`src/rtl/sam_pkg.sv`:
```
package sam_pkg;
  localparam int ACC_W = 40;

  typedef struct packed {
    logic capture;
    logic clear;
  } sam_strobe_t;
endpackage

```
`src/rtl/sam_rca.sv`:
```
module sam_rca #(
  parameter int W = 40
) (
  input  logic [W-1:0] addA,
  input  logic [W-1:0] addB,
  input  logic         carryIn,
  output logic [W-1:0] sum
);
  logic [W:0] carry;
  assign carry[0] = carryIn;

  for (genvar b = 0; b < W; b++) begin : g_fa
    assign sum[b]     = addA[b] ^ addB[b] ^ carry[b];
    assign carry[b+1] = (addA[b] & addB[b]) | (carry[b] & (addA[b] ^ addB[b]));
  end

  // The carry out of the top bit is dropped: arithmetic is modulo 2^W.
  logic unusedCarry;
  assign unusedCarry = carry[W];
endmodule

```
`src/rtl/sam_ppgen.sv`:
```
module sam_ppgen
  import sam_pkg::*;
#(
  parameter int DATA_W = 16,
  parameter int COEF_W = 16
) (
  input  logic                    clk,
  input  logic                    rst,
  input  logic [DATA_W-1:0]       dataIn,
  input  logic [COEF_W-1:0]       coefIn,
  output logic [COEF_W-1:0][ACC_W-1:0] partial
);
  // Each row puts the data word at offset i: zeros below, sign copies above.
  for (genvar i = 0; i < COEF_W; i++) begin : g_row
    for (genvar b = 0; b < ACC_W; b++) begin : g_bit
      if (b < i) begin : g_low
        assign partial[i][b] = 1'b0;
      end else if (b < i + DATA_W) begin : g_data
        assign partial[i][b] = coefIn[i] & dataIn[b-i];
      end else begin : g_sign
        assign partial[i][b] = coefIn[i] & dataIn[DATA_W-1];
      end
    end


    pp_sign_fill_chk: assert property (@(posedge clk) disable iff (rst)
      partial[i][ACC_W-1] == (coefIn[i] & dataIn[DATA_W-1]));


    pp_zero_row_chk: assert property (@(posedge clk) disable iff (rst)
      !coefIn[i] |-> partial[i] == '0);

    if (i > 0) begin : g_lowchk

      pp_low_zero_chk: assert property (@(posedge clk) disable iff (rst)
        partial[i][i-1:0] == '0);
    end
  end
endmodule

```
`src/rtl/sam_ctrl.sv`:
```
module sam_ctrl
  import sam_pkg::*;
#(
  parameter bit REG_OUT = 1'b1
) (
  input  logic        rst,
  output sam_strobe_t strobes
);
  always_comb begin
    strobes.capture = REG_OUT && !rst;
    strobes.clear   = REG_OUT && rst;
  end
endmodule

```
`src/rtl/sam_datapath.sv`:
```
module sam_datapath
  import sam_pkg::*;
#(
  parameter int DATA_W  = 16,
  parameter int COEF_W  = 16,
  parameter bit REG_OUT = 1'b1
) (
  input  logic              clk,
  input  logic              rst,
  input  sam_strobe_t       strobes,
  input  logic [DATA_W-1:0] dataIn,
  input  logic [COEF_W-1:0] coefIn,
  output logic [ACC_W-1:0]  product
);
  localparam int LAST = COEF_W - 1;

  logic [COEF_W-1:0][ACC_W-1:0] partial;
  logic [COEF_W-1:0][ACC_W-1:0] runSum;
  logic [ACC_W-1:0] combProd;

  sam_ppgen #(.DATA_W(DATA_W), .COEF_W(COEF_W)) u_ppgen (
    .clk(clk), .rst(rst), .dataIn(dataIn), .coefIn(coefIn), .partial(partial)
  );

  assign runSum[0] = partial[0];

  // Linear chain; the top row has negative weight and is subtracted.
  for (genvar i = 1; i < COEF_W; i++) begin : g_chain
    logic [ACC_W-1:0] addend;
    logic             cin;
    if (i == LAST) begin : g_sub
      assign addend = ~partial[i];
      assign cin    = 1'b1;
    end else begin : g_add
      assign addend = partial[i];
      assign cin    = 1'b0;
    end
    sam_rca #(.W(ACC_W)) u_rca (
      .addA(runSum[i-1]), .addB(addend), .carryIn(cin), .sum(runSum[i])
    );
  end

  assign combProd = runSum[LAST];

  logic signed [ACC_W-1:0] refProd;
  assign refProd = $signed(dataIn) * $signed(coefIn);


  mult_result_chk: assert property (@(posedge clk) disable iff (rst)
    combProd == refProd);

  zero_coef_chk: assert property (@(posedge clk) disable iff (rst)
    coefIn == '0 |-> combProd == '0);

  zero_data_chk: assert property (@(posedge clk) disable iff (rst)
    dataIn == '0 |-> combProd == '0);

  if (REG_OUT) begin : g_reg
    logic [ACC_W-1:0] prodQ;
    always_ff @(posedge clk) begin
      if (strobes.clear)        prodQ <= '0;
      else if (strobes.capture) prodQ <= combProd;
    end
    assign product = prodQ;


    reg_latency_chk: assert property (@(posedge clk) disable iff (rst)
      !$past(rst) |-> product == $past(refProd));

    reset_clear_chk: assert property (@(posedge clk)
      rst |=> product == '0);
  end else begin : g_comb
    assign product = combProd;
    logic unusedStrobe;
    assign unusedStrobe = strobes.capture ^ strobes.clear;
  end
endmodule

```
`src/rtl/sam_mult.sv`:
```
module sam_mult
  import sam_pkg::*;
#(
  parameter int DATA_W  = 16,
  parameter int COEF_W  = 16,
  parameter bit REG_OUT = 1'b1
) (
  input  logic              clk,
  input  logic              rst,
  input  logic [DATA_W-1:0] dataIn,
  input  logic [COEF_W-1:0] coefIn,
  output logic [ACC_W-1:0]  product
);
  sam_strobe_t strobes;

  sam_ctrl #(.REG_OUT(REG_OUT)) u_ctrl (.rst(rst), .strobes(strobes));

  sam_datapath #(.DATA_W(DATA_W), .COEF_W(COEF_W), .REG_OUT(REG_OUT)) u_dp (
    .clk(clk), .rst(rst), .strobes(strobes),
    .dataIn(dataIn), .coefIn(coefIn), .product(product)
  );
endmodule

```
`config.mk`:
```
export PLATFORM = sky130hd
export DESIGN_NAME = sam_mult
export DESIGN_NICKNAME = d
export VERILOG_FILES = /design/src/rtl/sam_pkg.sv /design/src/rtl/sam_rca.sv /design/src/rtl/sam_ppgen.sv /design/src/rtl/sam_ctrl.sv /design/src/rtl/sam_datapath.sv /design/src/rtl/sam_mult.sv
export SDC_FILE = /design/constraint.sdc
export NUM_CORES = 1
export LEC_CHECK = 0
export CAP_MARGIN = 15
export CELL_PAD_IN_SITES_DETAIL_PLACEMENT = 1
export CELL_PAD_IN_SITES_GLOBAL_PLACEMENT = 1
export CORE_AREA = 2 2 167 169
export CTS_CLUSTER_DIAMETER = 40
export DETAILED_ROUTE_END_ITERATION = 8
export DIE_AREA = 0 0 169 171
export PLACE_DENSITY = 0.87
export SLEW_MARGIN = 20
export SYNTH_ARGS = -nofsm -noshare
export SYNTH_HDL_FRONTEND = slang
export SYNTH_SLANG_ARGS = --single-unit
```
`constraint.sdc`:
```
create_clock -name clk -period 25.2 [get_ports clk]
set_input_delay 3.78 -clock clk [delete_from_list [all_inputs] [get_ports clk]]
set_output_delay 3.78 -clock clk [all_outputs]
set_load 0.01 [all_outputs]
```
; Yosys cells after proc, flatten, opt, wreduce, memory -nomap -nowiden
; Index checks and enable logic that the tools add are counted.
[word_totals]
inputBits = 34
reg_bits = 40
word_cells = 2600
out_inout_bits = 40
[classes]
bitwise_logic = 2599
[ops]
columns = operator, n
row1 = $and A1 B1 Y1, 1179
row2 = $xor A1 B1 Y1, 952
row3 = $or A1 B1 Y1, 466
row4 = $not A40 Y40, 1
row5 = $not A1 Y1, 1

; Logic depth before layout (Yosys ltp)
[logic_depth]
depth_word = 105
depth_mapped = 78
depth_no_buf = 77

; Cells and area by module
; Synthesis repeated with hierarchy kept, for this count alone.
[unflattened]
cells_unflattened = 1521
area_unflattened_um2 = 18819.3
[by_module_without_submodules]
columns = module, cells_per_inst, instances, area_per_inst_um2
row1 = sam_rca, 45, 15, 823.3
row2 = sam_ppgen, 673, 1, 4843.4
row3 = sam_datapath, 171, 1, 1615.3
row4 = sam_ctrl, 2, 1, 11.3

; Worst setup path before layout
; OpenSTA, ideal clock, no wires.
[synth_path]
path_kind = in2reg
start = in dataIn[1]
end = reg u_dp.g_reg.prodQ[39], in the netlist u_dp.product[39]
setup_ns = 0.065
cell_stages = 68
t_arrival_ns = 26.809
path_buffers = 1
path_slack_ns = -1.675
cell_sequence = clkbuf_1 -> and2_1 -> ha_1 -> inv_1 -> fa_1 -> inv_1 -> fa_1 -> fa_1 -> fa_1 -> fa_1 -> fa_1 -> fa_1 -> fa_1 -> inv_1 -> fa_1 -> fa_1 -> inv_1 -> fa_1 -> [... 32 more ...] -> fa_1 -> fa_1 -> fa_1 -> fa_1 -> fa_1 -> fa_1 -> fa_1 -> fa_1 -> fa_1 -> fa_1 -> fa_1 -> fa_1 -> xnor2_1 -> xnor2_1 -> xnor2_1 -> xnor2_1 -> xnor3_1 -> nor2_1
[synth_between]
elab_chain_len = 105
[synth_rtl]
columns = element, line_no
row1 = start: declaration, sam_mult.sv:10  ; input logic [DATA_W-1:0] dataIn,
row2 = $and A1 B1 Y1, sam_ppgen.sv:19  ; assign partial[i][b] = coefIn[i] & dataIn[b-i];
row3 = $and A1 B1 Y1 or $xor A1 B1 Y1 (tied branches), "sam_rca.sv:14, sam_rca.sv:13"
row4 = $and A1 B1 Y1, sam_rca.sv:14  ; assign carry[b+1] = (addA[b] & addB[b]) | (carry[b] & (addA[b] ^ addB[b]));
row5 = $or A1 B1 Y1, sam_rca.sv:14
row6 = $and A1 B1 Y1 or $xor A1 B1 Y1 (tied branches), "sam_rca.sv:14, sam_rca.sv:13"
row7 = $or A1 B1 Y1 or $xor A1 B1 Y1 (tied branches), "sam_rca.sv:14, sam_rca.sv:13"
row8 = $and A1 B1 Y1 or $xor A1 B1 Y1 (tied branches), "sam_rca.sv:14, sam_rca.sv:13"
row9 = $or A1 B1 Y1 or $xor A1 B1 Y1 (tied branches), "sam_rca.sv:14, sam_rca.sv:13"
row10 = [... 89 more ...], n/a
row11 = "$xor A1 B1 Y1, or another cell as far along", n/a
row12 = $xor A1 B1 Y1 or $and A1 B1 Y1 (tied branches), "sam_rca.sv:13, sam_rca.sv:14"
row13 = "$xor A1 B1 Y1, or another cell as far along", n/a
row14 = $xor A1 B1 Y1 or $and A1 B1 Y1 (tied branches), "sam_rca.sv:13, sam_rca.sv:14"
row15 = "$xor A1 B1 Y1, or another cell as far along", n/a
row16 = $xor A1 B1 Y1 or $and A1 B1 Y1 (tied branches), "sam_rca.sv:13, sam_rca.sv:14"
row17 = $xor A1 B1 Y1 or $or A1 B1 Y1 (tied branches), n/a
row18 = $xor A1 B1 Y1 (*), sam_rca.sv:13  ; assign sum[b] = addA[b] ^ addB[b] ^ carry[b];
row19 = end signal: assignment, sam_datapath.sv:62  ; else if (strobes.capture) prodQ <= combProd;
row20 = end: declaration, sam_datapath.sv:59  ; logic [ACC_W-1:0] prodQ;
; Every way passes the cells marked *; elsewhere a longest branch is shown, timed or not.
; A chain may end at the register's enable or synchronous reset.

; Final worst setup path
[layout_path]
start = in coefIn[0]
end = reg u_dp.g_reg.prodQ[39], in the netlist u_dp.product[39]
[layout_between]
elab_chain_len = 105
[layout_rtl]
columns = element, line_no
row1 = start: declaration, sam_mult.sv:11  ; input logic [COEF_W-1:0] coefIn,
row2 = $and A1 B1 Y1, sam_ppgen.sv:19
row3 = $and A1 B1 Y1 or $xor A1 B1 Y1 (tied branches), "sam_rca.sv:14, sam_rca.sv:13"
row4 = $and A1 B1 Y1, sam_rca.sv:14
row5 = $or A1 B1 Y1, sam_rca.sv:14
row6 = $and A1 B1 Y1 or $xor A1 B1 Y1 (tied branches), "sam_rca.sv:14, sam_rca.sv:13"
row7 = $or A1 B1 Y1 or $xor A1 B1 Y1 (tied branches), "sam_rca.sv:14, sam_rca.sv:13"
row8 = $and A1 B1 Y1 or $xor A1 B1 Y1 (tied branches), "sam_rca.sv:14, sam_rca.sv:13"
row9 = $or A1 B1 Y1 or $xor A1 B1 Y1 (tied branches), "sam_rca.sv:14, sam_rca.sv:13"
row10 = [... 89 more ...], n/a
row11 = "$xor A1 B1 Y1, or another cell as far along", n/a
row12 = $xor A1 B1 Y1 or $and A1 B1 Y1 (tied branches), "sam_rca.sv:13, sam_rca.sv:14"
row13 = "$xor A1 B1 Y1, or another cell as far along", n/a
row14 = $xor A1 B1 Y1 or $and A1 B1 Y1 (tied branches), "sam_rca.sv:13, sam_rca.sv:14"
row15 = "$xor A1 B1 Y1, or another cell as far along", n/a
row16 = $xor A1 B1 Y1 or $and A1 B1 Y1 (tied branches), "sam_rca.sv:13, sam_rca.sv:14"
row17 = $xor A1 B1 Y1 or $or A1 B1 Y1 (tied branches), n/a
row18 = $xor A1 B1 Y1 (*), sam_rca.sv:13
; Marks and branches as above.

==> out/metrics.cfg <==
[yosys]
yosys.area_share.simple_pct = 13.3
ys_ff_latch = 40
synth_ff_type = dfxtp_1
avgSynthCellArea_sq_um = 12.6
synth_fa_ha_area_share_pct = 73.5
synth_top_cell_area_share_pct = 72.0
syn-num-nets = 1498
yosys.area_share.xor_xnor_pct = 1.99
synth_edf_count = 0
synth_mux_area_share_pct = 0
yosysWarningCount = 0
synth-compound-area-share_pct = 0
synth_top_cells_by_area = fa_1 72%, and2_1 8.7%, dfxtp_1 6.4%
synth.distinct_cells = 15
synth_top_family_by_area = adder cells
syn_inst = 996
yosysTopAreaCell = fa_1
synth.most_common_cell = fa_1
synth_common_cells = 453 x fa_1, 175 x and2_1, 127 x inv_1, 78 x nand2_1, 40 x dfxtp_1
netlist_area_sq_um = 12600
synth_seq_area_share_pct = 6.36
synthArstFlopShare_pct = 0

[layout]
drive_above_1_share_pct = 38.4
num-fill-cells = 2701
synthToLayoutAreaGrowth_pct = 17.9
num_antenna_cells = 0
nets = 1571
final_util_pct = 54.3
largest_reg_flops = 40

[clocking]
htreeDepth = 2
clock_sinks = 40
cts_hold_buf = 0
clkTransAtPathRegs_ns = 0.08
cts_buffers = 5
root_buffer = clkbuf_16
cts_tree = done
post_cts.repair.setup_buffers = 0
clockBufferDepth = 2

[die]
die_h_microns = 171
coreArea_sq_um = 27300
start_util_pct = 46.1
die_w_microns = 169
boundaryPins = 74
die-area_sq_um = 28900
rows = 61

[worst_setup_path]
cp_slowest_cell = fa_2
critical_path_class = in -> reg
crit_top_cell = fa_2
worstPathRequired_ns = 25.44
start_kind = primary input
arrival_ns = 26.59
crit_fanout = 2
worstSetupStartpoint = coefIn[0]
slowest_delay_ns = 0.59
end_kind = flop

[sta]
timing_worst_slew_pin_value_ns = 1.01
fin_crit_ns = 26.35
setup_violations = 2
fin_crit_sh_pct = 105
fin_ws_ns = -1.15
max_slew_margin_pct = 32.6
hold_viol_final = 0
drv_slew = 0
max_freq_mhz = 37.9
rsz0062_at_grt = true

[grt]
grt_pass1_vias = 9426
grt_antenna_before_repair = 0
grt_max_degree = 41
grt_pass1_wl_microns = 48700
grt_usage_pct = 22.3
gr-total-overflow = 0

[route]
avgViaCountPerCell = 5.09
wl_per_cell_microns = 21.4
drt-initial-drc-count = 219
routed_wl_microns = 30300
first_pass_iters = 4
postRouteAntennaNets = 0
drcViolationCount = 0
dr_total_vias = 7199

[placed_design]
io_buffers = 73
post-dp-hpwl_microns = 24300
gp_congestion = 0.745

[status]
violations = negative setup slack
status = finished, violations left

[min_path]
hold_path_depth = 4
hp-class = in -> reg
worstHoldStart = dataIn[0]
worstHoldEndpoint = u_dp.product[0]

[flow_run]
max_cap_viol_count = 0

==> area by class of cell <==
| class | instances | area [sq um] | area share, % |
|---|---|---|---|
| sequential | 40 | 801 | 5.40 |
| inverter | 127 | 477 | 3.21 |
| clock buffer | 5 | 125 | 0.843 |
| multi-input combinational | 793 | 12000 | 81.0 |
| tap | 346 | 433 | 2.92 |
| timing repair buffer | 102 | 966 | 6.51 |
| clock inverter | 2 | 12.5 | 0.0843 |
==> cell usage in the layout, fill, tap and decap left out, types with 3 or more instances in the layout <==
master | netlist | final
and2_4 | 1 | 4
xnor2_1 | 21 | 20
dfxtp_1 | 40 | 40
fa_1 | 453 | 135
inv_1 | 127 | 93
inv_2 | 0 | 34
clkdlybuf4s50_1 | 0 | 67
nand2_1 | 78 | 77
buf_4 | 0 | 28
nor2b_1 | 37 | 34
fa_2 | 0 | 318
xor2_1 | 5 | 5
and2_1 | 175 | 169
buf_8 | 0 | 3
clkbuf_16 | 0 | 5
and2_2 | 4 | 7
ha_1 | 15 | 14
==> cell families after synthesis <==
logic type,count (synthesis)
xor gates and xnor gates,27
adders and majority gates,468
buffers and inverters,163
DFF,40
and+or+nand+nor,298
==> worst max-delay path: cells and delay by family <==
kind          cells  cell delay [ns]
xor+xnor          5             0.95
simple gates      2             0.27
buf+inv           9             0.67
fa+ha+maj        52            20.87
==> what timing repair did <==
item / in CTS / in global routing
resized for setup: 101 / 86
endpoints found under the setup margin: 5 / 5
pin swaps: 89 / 98
==> stage by stage <==
stage	cells	worst slack [ns]	hold slack [ns]	setup TNS [ns]	instance area (sq um)
3_3_place_gp	1408	-1.51	4.52	-2.96	14400
3_5_place_dp	1408	-2.53	4.52	-7.19	14400
6_report	1415	-1.15	3.95	-1.56	14800
5_1_grt	1415	-1.68	3.96	-3.14	14800
2_1_floorplan	996	-0.787	3.89	-0.887	13100
4_1_cts	1415	-1.36	4.06	-2.32	14700
==> worst max path at each step <==
stage / end / cells past startpoint
floorplan: u_dp.product[39] / 68
global placement: u_dp.product[39] / 67
detailed placement: u_dp.product[39] / 68
CTS: u_dp.product[39] / 78
global route: u_dp.product[39] / 68
finish: u_dp.product[39] / 68
==> routing by layer <==
layer	up-vias	part of all wire [%]	global-route usage, %	routed length, microns
met1	4018	31	21.8	9320
met2	131	63	47.9	19200
met4	0	4.2	7.10	1260
li1	2971	-	-	-
met5	-	0	0	0
met3	79	1.6	2.11	497
Power is not shown: default switching activity piles up to over one toggle a cycle in this logic, so the estimate is an artifact.
